### config.mk
export PLATFORM = sky130hd
export DESIGN_NAME = codebreak_ctrl
export DESIGN_NICKNAME = d
export VERILOG_FILES = /design/src/rtl/cb_pkg.sv /design/src/rtl/cb_sync.sv /design/src/rtl/cb_scorer.sv /design/src/rtl/codebreak_ctrl.sv
export SDC_FILE = /design/constraint.sdc
export NUM_CORES = 1
export LEC_CHECK = 0
export BUFFER_PORTS_ARGS = -buffer_cell sky130_fd_sc_hd__buf_2
export CORE_ASPECT_RATIO = 1.1
export CORE_MARGIN = 2
export CORE_UTILIZATION = 40
export CTS_BUF_LIST = sky130_fd_sc_hd__clkbuf_4 sky130_fd_sc_hd__clkbuf_8 sky130_fd_sc_hd__clkbuf_16
export CTS_CLUSTER_SIZE = 10
export DETAILED_ROUTE_END_ITERATION = 16
export HOLD_SLACK_MARGIN = 0.03
export PLACE_DENSITY = 0.74
export SYNTH_ARGS = -nofsm -noshare
export SYNTH_HDL_FRONTEND = slang
export SYNTH_SLANG_ARGS = --single-unit
### constraint.sdc
create_clock -name clk_i -period 2.2 [get_ports clk_i]
set_input_delay 0.22 -clock clk_i [delete_from_list [all_inputs] [get_ports clk_i]]
set_output_delay 0.22 -clock clk_i [all_outputs]
set_load 0.02 [all_outputs]
### src/rtl/cb_pkg.sv
package cb_pkg;
  typedef enum logic [1:0] {
    ST_INIT   = 2'd0,
    ST_SUBMIT = 2'd1,
    ST_SHOW   = 2'd2,
    ST_END    = 2'd3
  } cb_state_e;

  localparam logic [7:0] WIN_DIGITS  = 8'h66;
  localparam logic [7:0] LOSE_DIGITS = 8'h60;
endpackage

### src/rtl/cb_sync.sv
module cb_sync #(
  parameter int WIDTH  = 1,
  parameter int STAGES = 2
) (
  input  logic             clk_i,
  input  logic             rst_ni,
  input  logic [WIDTH-1:0] d_i,
  output logic [WIDTH-1:0] q_o
);
  logic [STAGES-1:0][WIDTH-1:0] chain_q;

  always_ff @(posedge clk_i or negedge rst_ni) begin
    if (!rst_ni) chain_q <= '0;
    else         chain_q <= {chain_q[STAGES-2:0], d_i};
  end

  assign q_o = chain_q[STAGES-1];
endmodule

### src/rtl/cb_scorer.sv
module cb_scorer #(
  parameter int SLOTS   = 4,
  parameter int COLOR_W = 3,
  localparam int CODE_W = SLOTS * COLOR_W
) (
  input  logic [CODE_W-1:0] guess_i,
  input  logic [CODE_W-1:0] code_i,
  output logic [SLOTS-1:0]  spot_flags_o,
  output logic [SLOTS-1:0]  color_flags_o
);
  for (genvar i = 0; i < SLOTS; i++) begin : g_slot
    logic [COLOR_W-1:0] g;
    logic               hit;
    assign g = guess_i[i*COLOR_W +: COLOR_W];

    always_comb begin
      hit = 1'b0;
      for (int j = 0; j < SLOTS; j++) begin
        if (j != i && g == code_i[j*COLOR_W +: COLOR_W]) hit = 1'b1;
      end
    end

    assign spot_flags_o[i]  = (g == code_i[i*COLOR_W +: COLOR_W]);
    assign color_flags_o[i] = !spot_flags_o[i] && hit;
  end
endmodule

### src/rtl/codebreak_ctrl.sv
module codebreak_ctrl #(
  parameter int SLOTS       = 4,
  parameter int COLOR_W     = 3,
  parameter int TURNS       = 9,
  parameter int CNT_W       = 4,
  parameter int SYNC_STAGES = 2,
  localparam int CODE_W     = SLOTS * COLOR_W
) (
  input  logic              clk_i,
  input  logic              rst_ni,
  input  logic              new_game_i,
  input  logic              submit_i,
  input  logic [CODE_W-1:0] rand_i,
  input  logic [CODE_W-1:0] guess_i,
  output logic [CNT_W-1:0]  turns_o,
  output logic [CNT_W-1:0]  spot_o,
  output logic [CNT_W-1:0]  color_o,
  output logic              win_o,
  output logic              lose_o,
  output logic [7:0]        end_digits_o
);
  import cb_pkg::*;

  localparam logic [CNT_W-1:0] TURNS_C = CNT_W'(TURNS);
  localparam logic [CNT_W-1:0] SLOTS_C = CNT_W'(SLOTS);

  logic              new_game_s, submit_s;
  cb_state_e         state_q;
  logic [CODE_W-1:0] code_q;
  logic [SLOTS-1:0]  spot_f_q, color_f_q, spot_f, color_f;
  logic              dec_en_q;
  logic [CNT_W-1:0]  turns_q, spot_q, color_q;
  logic [CNT_W-1:0]  turns_nxt, spot_sum, color_sum;

  cb_sync #(.WIDTH(2), .STAGES(SYNC_STAGES)) u_sync (
    .clk_i  (clk_i),
    .rst_ni (rst_ni),
    .d_i    ({new_game_i, submit_i}),
    .q_o    ({new_game_s, submit_s})
  );

  cb_scorer #(.SLOTS(SLOTS), .COLOR_W(COLOR_W)) u_scorer (
    .guess_i       (guess_i),
    .code_i        (code_q),
    .spot_flags_o  (spot_f),
    .color_flags_o (color_f)
  );

  always_comb begin
    spot_sum  = '0;
    color_sum = '0;
    for (int i = 0; i < SLOTS; i++) begin
      spot_sum  = spot_sum  + CNT_W'(spot_f_q[i]);
      color_sum = color_sum + CNT_W'(color_f_q[i]);
    end
    turns_nxt = dec_en_q ? turns_q - CNT_W'(1) : turns_q;
  end

  always_ff @(posedge clk_i or negedge rst_ni) begin
    if (!rst_ni) begin
      state_q   <= ST_INIT;
      code_q    <= '0;
      spot_f_q  <= '0;
      color_f_q <= '0;
      dec_en_q  <= 1'b0;
      turns_q   <= TURNS_C;
      spot_q    <= '0;
      color_q   <= '0;
    end else if (new_game_s) begin
      state_q   <= ST_INIT;
      spot_f_q  <= '0;
      color_f_q <= '0;
      dec_en_q  <= 1'b0;
      turns_q   <= TURNS_C;
      spot_q    <= '0;
      color_q   <= '0;
    end else begin
      unique case (state_q)
        ST_INIT: begin
          code_q   <= rand_i;
          turns_q  <= TURNS_C;
          spot_q   <= '0;
          color_q  <= '0;
          dec_en_q <= 1'b0;
          if (submit_s) state_q <= ST_SUBMIT;
        end
        ST_SUBMIT: begin
          dec_en_q  <= 1'b1;
          spot_f_q  <= spot_f;
          color_f_q <= color_f;
          if (!submit_s) state_q <= ST_SHOW;
        end
        ST_SHOW: begin
          turns_q  <= turns_nxt;
          dec_en_q <= 1'b0;
          spot_q   <= spot_sum;
          color_q  <= color_sum;
          if (turns_nxt == '0 || spot_sum == SLOTS_C) state_q <= ST_END;
          else if (submit_s)                          state_q <= ST_SUBMIT;
        end
        default: ;
      endcase
    end
  end

  assign turns_o      = turns_q;
  assign spot_o       = spot_q;
  assign color_o      = color_q;
  // full match outranks exhausted turns
  assign win_o        = (state_q == ST_END) && (spot_q == SLOTS_C);
  assign lose_o       = (state_q == ST_END) && !win_o;
  assign end_digits_o = win_o ? WIN_DIGITS : (lose_o ? LOSE_DIGITS : 8'h00);
endmodule

==> results.yml, run 1 <==
run_status:
  status: "complete, no violations"
timing:
  setup_viol: 0
  setup_ws_ns: 0.04963
  whs_ns: 0.01893
  finClkSkew_ns: 0.004838
  finalMaxSlewViolations: 0
  period_share_pct: 97.74
  tightestPinTransition_ns: 0.8090
  clock.fmax_mhz: 465.0
  rsz0062_at_grt: "yes"
  fin_crit_ns: 2.150
  fin_setup_tns_ns: 0
  relSlewSlack_pct: 46.06
  hold_viol: 0
grt:
  grt_max_degree: 38
  overflow: 0
  antenna_found_initial: 0
  grt_pass1_wl_mm: 8.500
  grt_pass1_vias: 1806
  grt_use_total_pct: 15.30
yosys:
  syn_area_per_cell_um2: 9.644
  synth.most_common_cell: "xnor2_1"
  synth_common_cells: "xnor2_1, dfrtp_1, nand3_1"
  synth_cells: 267
  ys_types: 45
  syn-cell-area_um2: 2575
  yosysTopAreaCell: "dfrtp_1"
  ys_async_sr_fraction_pct: 100.0
  ys.flop_type: "dfrtp_1"
  synth_top_area_share_pct: 34.01
  yosysSeqAreaShare_pct: 36.05
  synth_edf_count: 0
  synthTopCellsByArea: "dfrtp_1, xnor2_1, ha_1, mux2_2, nand3_1"
  synth-seq-cells: 37
  yosysWarningCount: 0
power_and_ir_drop:
  p_sw_uw: 515.7
  ir_drop_mv: 0.5197
  power.share.switching_pct: 29.64
  pwr-share-seq_pct: 46.8
  power.density_nw_per_um2: 612.0
  p_leak_nw: 1.238
  power.internal_mw: 1.224
  p_clk_share_pct: 30.1
  pwr-share-comb_pct: 23.1
setup_path:
  worst_setup_path_start_kind: "flop"
  worst_r2r_path_depth: 9
  cp_max_fo: 2
  end_kind: "flop"
  crit_type: "flop to flop"
  cp.arrival_ns: 2.36
  crit_required_ns: 2.41
job:
  maxCapViolCount: 0
place:
  pre_cts_ws_ns: 0.07539
  dp_hpwl_mm: 3.747
  numPortBuffers: 43
  gp_congestion: 0.8710
clocking:
  tritoncts: "yes"
  cts_sinks: 37
  cts_buffer_depth: 2
  insertion_delay_ns: 0.29
  cts-root-buf: "clkbuf_8"
  cts-htree-levels: 2
  clk_pin_slew_ns: 0.07
  numCtsBuffers: 5
floorplanning:
  num_io_pins: 50
  die_h_um: 88.15
  num_rows: 30
  start_util_pct: 41.58
  coreArea_um2: 6193
  die_area_um2: 7096
  fp.dieW_um: 80.50
routing:
  first_iter_violations: 100
  drt.antenna.violating_nets: 0
  wl_mm: 4.918
  drc: 0
  drt-pass1-iter-count: 4
  vias: 1847
  viasPerCell: 5.005
  wl_per_cell_um: 13.33
finish:
  drive_gt1_share_pct: 26.30
  diodes: 0
  synthToLayoutAreaGrowth_pct: 10.40
  nets: 328
hold_path:
  hold_path_class: "primary input to async pin"
[registers in the layout, summed over array words and instances, names as in the netlist]
| name | cells |
|---|---|
| code_q | 12 |
| spot_f_q | 4 |
| spot_o | 3 |
| turns_o | 4 |
| color_f_q | 4 |
| dec_en_q | 1 |
| u_sync.chain_q | 2 |
| u_sync.q_o | 2 |
| state_q | 2 |
| color_o | 3 |
[cell usage in the layout (no fill, tap or decap), drive strengths merged, types with 4 or more instances in the layout]
| cell | Yosys | final |
|---|---|---|
| a21oi | 13 | 13 |
| a32o | 4 | 4 |
| and3 | 5 | 5 |
| buf | 27 | 47 |
| clkbuf | 13 | 7 |
| conb | 1 | 6 |
| dfrtp | 35 | 35 |
| ha | 10 | 10 |
| inv | 9 | 9 |
| mux2 | 12 | 12 |
| mux2i | 4 | 4 |
| nand2 | 9 | 9 |
| nand2b | 7 | 7 |
| nand3 | 24 | 24 |
| nand4 | 4 | 4 |
| nor2 | 12 | 12 |
| nor3 | 5 | 5 |
| xnor2 | 48 | 48 |
[area by class of cell]
cell class,count,area (um2)
sequential,37,928.4
clock buffer,7,96.34
multi-input combinational,186,1414
inverter,9,33.78
clock inverter,1,5.005
timing repair buffer,49,265.3
fill,616,3351
tap,80,100.1
[power by group through the flow]
stage                     combinational (mW)  sequential [mW]  clock [mW]
final                                  0.402            0.815       0.523
after global routing                   0.447            0.825       0.575
after floorplan                        0.410            0.751           0
after global placement                 0.387            0.827           0
after detailed placement               0.402            0.829           0
after CTS                              0.404            0.816       0.541
[cells by family after synthesis]
family	synth area share (%)
mux	6.803
compound gates	7.434
fa+ha+maj	6.414
simple gates	16.81
other cells	0.1456
xor+xnor	16.33
flops	36.05
buf+inv	10.01
[stage by stage]
step                      cells  area [um2]  util, %  total power, mW
final                       369        2843    45.90            1.740
after global placement      359        2715    43.84            1.214
after floorplan             272        2594        -            1.161
after detailed placement    359        2715    43.84            1.230
after CTS                   368        2826    45.64            1.760
after global routing        369        2843    45.90            1.847
[path summary, 6_finish.rpt]
check | slack, ns | from | to
min reg2reg | 0.35 | u_sync.chain_q[1] | u_sync.q_o[1]
max reg2reg | 0.05 | spot_f_q[0] | state_q[1]
max in group asynchronous | 1.67 | rst_ni | turns_o[1]
min | 0.02 | rst_ni | code_q[11]
max | 0.05 | spot_f_q[0] | state_q[1]
min in group clk_i | 0.15 | rand_i[2] | code_q[2]
[routing by layer]
metal | vias to the layer above | GRT usage (%) | wire length, um
li1 | 915 | - | -
met3 | 12 | 3.196 | 215
met2 | 54 | 26.29 | 2345
met5 | - | 0 | 0
met1 | 866 | 19.47 | 2270
met4 | 0 | 4.468 | 86
[timing repair]
| action | CTS | global route |
|---|---|---|
| hold buffers | 1 | 1 |
| endpoints found under the hold margin | 1 | 1 |
| gates resized for setup | 0 | 1 |
| setup buffers | 0 | 0 |
| setup endpoints to repair | 0 | 1 |
[worst max-delay path, cell delays in order, from the launching register on]
cell       delay, ns
dfrtp_1         0.35
inv_1           0.06
fa_1            0.53
inv_1           0.04
ha_1            0.17
ha_1            0.28
nand4bb_1       0.22
o211ai_1        0.19
nor3_2          0.07
nor3_2          0.17
(Power assumes the default switching activity.)
==> run 2: changes to the inputs <==
--- a/config.mk
+++ b/config.mk
@@ -5,6 +5,7 @@
 export SDC_FILE = /design/constraint.sdc
 export NUM_CORES = 1
 export LEC_CHECK = 0
+export ABC_AREA = 1
 export BUFFER_PORTS_ARGS = -buffer_cell sky130_fd_sc_hd__buf_2
 export CORE_ASPECT_RATIO = 1.1
 export CORE_MARGIN = 2
@@ -13,7 +14,7 @@
 export CTS_CLUSTER_SIZE = 10
 export DETAILED_ROUTE_END_ITERATION = 16
 export HOLD_SLACK_MARGIN = 0.03
-export PLACE_DENSITY = 0.74
+export PLACE_DENSITY = 0.75
 export SYNTH_ARGS = -nofsm -noshare
 export SYNTH_HDL_FRONTEND = slang
 export SYNTH_SLANG_ARGS = --single-unit
==> results.yml, run 2 <==
floorplanning:
  start_util_pct: 41.25
  die_h_um: 84.90
  num_rows: 29
  fp.dieW_um: 77.55
  num_io_pins: 50
  die_area_um2: 6583
  coreArea_um2: 5769
place:
  gp_congestion: 0.8593
  numPortBuffers: 43
  dp_hpwl_mm: 3.552
timing:
  finClkSkew_ns: 0.006153
  setup_viol: 0
  fin_crit_ns: 1.884
  rsz0062_at_grt: "no"
  finalMaxSlewViolations: 0
  clock.fmax_mhz: 530.8
  period_share_pct: 85.64
  fin_setup_tns_ns: 0
  hold_viol: 0
  relSlewSlack_pct: 47.22
  tightestPinTransition_ns: 0.7918
finish:
  synthToLayoutAreaGrowth_pct: 11.20
  layout_commonest_cell: "xnor2_1"
  nFillCells: 552
  regMostFlops: "code_q"
  final_cell_mix: "xnor2_1, buf_2, dfrtp_1"
  fin_util_pct: 45.87
  diodes: 0
  nets: 323
  drive_gt1_share_pct: 22.97
  largest_register_ffs: 12
grt:
  grt_pass1_vias: 1784
  grt_pass1_wl_mm: 8.079
  antenna_found_initial: 0
  grt_max_degree: 38
  overflow: 0
  grt_use_total_pct: 15.45
power_and_ir_drop:
  pwr-share-seq_pct: 44.2
  ir_drop_mv: 0.6735
  pwr-share-comb_pct: 36.8
  power.density_nw_per_um2: 916.9
  power.share.switching_pct: 37.67
  p_clk_share_pct: 19.0
  p_sw_uw: 914.0
  p_leak_nw: 1.221
  power.internal_mw: 1.512
routing:
  wl_mm: 4.608
  drc: 0
  drt-pass1-iter-count: 4
  wl_per_cell_um: 12.80
  vias: 1730
  first_iter_violations: 48
  viasPerCell: 4.806
  drt.antenna.violating_nets: 0
clocking:
  clk_pin_slew_ns: 0.07
  cts_sinks: 37
  insertion_delay_ns: 0.29
  post_cts_buffers: 0
  tritoncts: "yes"
  cts-root-buf: "clkbuf_8"
  numCtsBuffers: 5
  cts-htree-levels: 2
  cts_buffer_depth: 2
yosys:
  synth_common_cells: "xnor2_1, dfrtp_1, nand3_1"
  synth_mux_area_share_pct: 5.678
  synthTopCellsByArea: "dfrtp_1, xnor2_1, nand3_1, ha_1, mux2_1"
  yosysSeqAreaShare_pct: 39.01
  synth-xor-area-share_pct: 17.67
  ys_async_sr_fraction_pct: 100.0
  synth-compound-area-share_pct: 5.941
  synth_top_family_by_area: "XOR/XNOR gates"
  synth_edf_count: 0
  synth_cells: 260
  syn-cell-area_um2: 2380
  synthAdderAreaFrac_pct: 6.940
  ys.flop_type: "dfrtp_1"
  synth_top_area_share_pct: 36.80
  yosysWarningCount: 0
  synth-seq-cells: 37
  synth.most_common_cell: "xnor2_1"
  syn_area_per_cell_um2: 9.153
  yosysTopAreaCell: "dfrtp_1"
  synthSimpleGateAreaFrac_pct: 13.72
  ys_types: 30
run_status:
  status: "complete, no violations"
job:
  maxCapViolCount: 0
setup_path:
  worst_setup_path_start_kind: "flop"
  end_kind: "flop"
  cp.arrival_ns: 2.12
  cp_max_fo: 2
  crit_type: "flop to flop"
  crit_required_ns: 2.43
hold_path:
  hold_path_class: "primary input to async pin"
[run 2: changes by cell type in the layout (fill, tap and decap cells not counted), sizes merged, moves of 5 or more]
cell    before  now
a21oi       13    3
and3         5    0
nand2b       7    0
o22ai        2    8
nand2        9   23
inv          9   25
o21ai        1    6
nand3       24   34
[run 2: repair_timing]
item                                    CTS  global route
hold buffers                              2             0
endpoints found under the hold margin     2             0
endpoints found under the setup margin    0             0
resized for setup                         0             0
[run 2: power by group through the flow]
stage / clock network (mW) / registers [mW] / logic [mW]
floorplan: 0 / 0.877 / 0.939
global placement: 0 / 1.08 / 0.859
detailed placement: 0 / 1.08 / 0.895
CTS: 0.478 / 1.07 / 0.904
global route: 0.506 / 1.10 / 1.01
finish: 0.460 / 1.07 / 0.894
[run 2: layout make-up]
| type | count | area, um2 | area share (%) |
|---|---|---|---|
| multi-input cells | 169 | 1211 | 45.77 |
| flip-flops and latches | 37 | 928.4 | 35.08 |
| repair buffers | 45 | 235.2 | 8.889 |
| well taps | 77 | 96.34 | 3.641 |
| inverters | 25 | 93.84 | 3.546 |
| clock buffers | 6 | 76.32 | 2.884 |
| clock inverters | 1 | 5.005 | 0.1891 |
[run 2: worst max-delay path, cell delays in order (launching register included)]
cell     delay, ns
dfrtp_1       0.32
inv_1         0.07
fa_1          0.54
inv_1         0.04
ha_1          0.17
ha_1          0.27
inv_1         0.07
nand3_1       0.06
o21ai_1       0.08
nand2_1       0.07
nand2_1       0.06
nand2_1       0.04
nand2_1       0.05
[run 2: logic make-up (layout without fill, tap and decap cells)]
family	after synthesis	after routing
other	1	6
and+or+nand+nor	68	68
buffers and inverters	59	77
AOI/OAI and AO/OA	23	23
adders and majority gates	12	12
DFF	37	37
xor gates and xnor gates	48	48
muxes	12	12
[run 2: layer usage]
layer	GRT usage [%]	share of wire, %	vias up	wire, um
met3	2.979	5.2	9	238
met5	0	0	-	0
met1	19.16	43	807	1982
li1	-	-	859	-
met2	26.64	50	55	2297
met4	6.006	1.9	0	89
[run 2: per-stage QoR]
stage / hold slack, ns / total power, mW / instances / setup slack (ns) / area [um2]
after CTS: 0.04700 / 2.454 / 360 / 0.2992 / 2646
after detailed placement: 0.3300 / 1.979 / 351 / 0.3212 / 2545
final: 0.005881 / 2.426 / 360 / 0.3160 / 2646
after global routing: 0.07197 / 2.619 / 360 / 0.09675 / 2646
after floorplan: -0.07559 / 1.816 / 265 / 0.07661 / 2399
after global placement: 0.3304 / 1.939 / 351 / 0.3696 / 2545
[run 2: worst paths after layout]
| path | startpoint | to | slack (ns) | cells after the start |
|---|---|---|---|---|
| setup reg to reg | spot_f_q[0] | state_q[1] | 0.32 | 12 |
| max in group asynchronous | rst_ni | code_q[6] | 1.68 | 1 |
| hold reg to reg | u_sync.chain_q[1] | u_sync.q_o[1] | 0.36 | 0 |
| min in group clk_i | rand_i[2] | code_q[2] | 0.13 | 2 |
| hold / removal | rst_ni | spot_o[1] | 0.006 | 1 |
| setup / recovery | spot_f_q[0] | state_q[1] | 0.32 | 12 |
==> run 3: changes to the inputs <==
--- a/config.mk
+++ b/config.mk
@@ -14,7 +14,7 @@
 export CTS_CLUSTER_SIZE = 10
 export DETAILED_ROUTE_END_ITERATION = 16
 export HOLD_SLACK_MARGIN = 0.03
-export PLACE_DENSITY = 0.75
+export PLACE_DENSITY = 0.72
 export SYNTH_ARGS = -nofsm -noshare
 export SYNTH_HDL_FRONTEND = slang
 export SYNTH_SLANG_ARGS = --single-unit
==> constraint.sdc (replaced) <==
create_clock -name clk_i -period 2.4 [get_ports clk_i]
set_input_delay 0.24 -clock clk_i [delete_from_list [all_inputs] [get_ports clk_i]]
set_output_delay 0.24 -clock clk_i [all_outputs]
set_load 0.02 [all_outputs]
==> results.yml, run 3 (synthesis results as in run 2) <==
run_status:
  status: "complete, no violations"
finish:
  drive_gt1_share_pct: 23.40
  diodes: 0
  regMostFlops: "code_q"
  layout_commonest_cell: "xnor2_1"
  largest_register_ffs: 12
  final_cell_mix: "xnor2_1, buf_2, dfrtp_1"
  synthToLayoutAreaGrowth_pct: 10.57
  nets: 321
timing:
  clock.fmax_mhz: 516.2
  rsz0062_at_grt: "no"
  relSlewSlack_pct: 45.48
  period_share_pct: 80.73
  setup_viol: 0
  finClkSkew_ns: 0.003491
  tightestPinTransition_ns: 0.8178
  fin_setup_tns_ns: 0
  hold_viol: 0
  finalMaxSlewViolations: 0
  fin_crit_ns: 1.937
power_and_ir_drop:
  pwr-share-comb_pct: 36.6
  pwr-share-seq_pct: 44.3
  ir_drop_mv: 0.4853
  p_sw_uw: 846.7
  finalPower_mw: 2.221
  power.density_nw_per_um2: 844.2
  power.share.switching_pct: 38.12
  p_clk_share_pct: 19.1
  power.internal_mw: 1.375
  p_leak_nw: 1.212
routing:
  wl_per_cell_um: 12.85
  vias: 1712
  wl_mm: 4.614
  drt.antenna.violating_nets: 0
  viasPerCell: 4.769
  drc: 0
  first_iter_violations: 54
  drt-pass1-iter-count: 4
place:
  dp_hpwl_mm: 3.587
  numPortBuffers: 43
  gp_congestion: 0.8743
floorplanning:
  coreArea_um2: 5769
  start_util_pct: 41.25
  die_area_um2: 6583
  num_io_pins: 50
  num_rows: 29
  die_h_um: 84.90
  fp.dieW_um: 77.55
clocking:
  tritoncts: "yes"
  numCtsBuffers: 5
  insertion_delay_ns: 0.29
  post_cts_buffers: 0
  clk_pin_slew_ns: 0.07
  cts_sinks: 37
  cts-root-buf: "clkbuf_8"
  cts_resized: 0
  cts-htree-levels: 2
  cts_buffer_depth: 2
  hold_buffers: 0
grt:
  grt_pass1_vias: 1813
  grt_use_total_pct: 15.72
  overflow: 0
  grt_max_degree: 38
  grt_pass1_wl_mm: 8.142
  antenna_found_initial: 0
job:
  maxCapViolCount: 0
setup_path:
  worst_setup_path_start_kind: "flop"
  cp.arrival_ns: 1.70
  end_kind: "output pin"
  crit_type: "flop to output pin"
  crit_required_ns: 2.16
  cp_max_fo: 7
hold_path:
  hold_path_class: "primary input to async pin"
## run 3: critical path, cell delays in order, from the launching register on
cell and delay, ns:
dfrtp_1 0.51, ha_1 0.29, inv_1 0.08, nor4_1 0.29, buf_2 0.24
## run 3: power groups by stage
stage / sequential (mW) / combinational (mW) / clock, mW
after floorplan: 0.804 / 0.861 / 0
after global placement: 0.992 / 0.786 / 0
after detailed placement: 1.00 / 0.816 / 0
after CTS: 0.989 / 0.823 / 0.441
after global routing: 1.01 / 0.936 / 0.459
final: 0.984 / 0.813 / 0.425
## run 3: final timing paths
| check | from | end | slack, ns | depth (start not counted) |
|---|---|---|---|---|
| min in group clk_i | submit_i | u_sync.chain_q[0] | 0.05 | 1 |
| worst max-delay path | state_q[0] | end_digits_o[2] | 0.46 | 4 |
| worst max register to register | spot_f_q[0] | state_q[0] | 0.49 | 12 |
| max in group asynchronous | rst_ni | code_q[6] | 1.85 | 1 |
| worst min register to register | u_sync.chain_q[0] | u_sync.q_o[0] | 0.35 | 0 |
| worst min-delay path | rst_ni | spot_o[2] | 0.04 | 1 |
## run 3: cell type report
class | count | area (um2)
Clock inverter | 3 | 17.52
Inverter | 25 | 93.84
Timing Repair Buffer | 43 | 215.2
Multi-Input combinational cell | 169 | 1211
Clock buffer | 5 | 68.82
Tap cell | 77 | 96.34
Sequential cell | 37 | 928.4
Fill cell | 560 | 3138
## run 3: metal layers
metal  vias up  GRT usage (%)  routed length, um
li1        861              -                  -
met1       793          18.97               2002
met2        50          27.43               2312
met3         8          3.404                207
met4         0          6.169                 91
met5         -              0                  0
## run 3: metrics by stage
stage | hold slack, ns | cell area (um2) | std cells | util [%] | setup slack, ns
3_5_place_dp | 0.3364 | 2545 | 351 | 44.11 | 0.4727
2_1_floorplan | -0.05559 | 2399 | 265 | - | 0.2566
6_report | 0.04248 | 2631 | 359 | 45.61 | 0.4626
5_1_grt | 0.03492 | 2631 | 359 | 45.61 | 0.2781
3_3_place_gp | 0.3327 | 2545 | 351 | 44.11 | 0.5350
4_1_cts | 0.03562 | 2631 | 359 | 45.61 | 0.4400
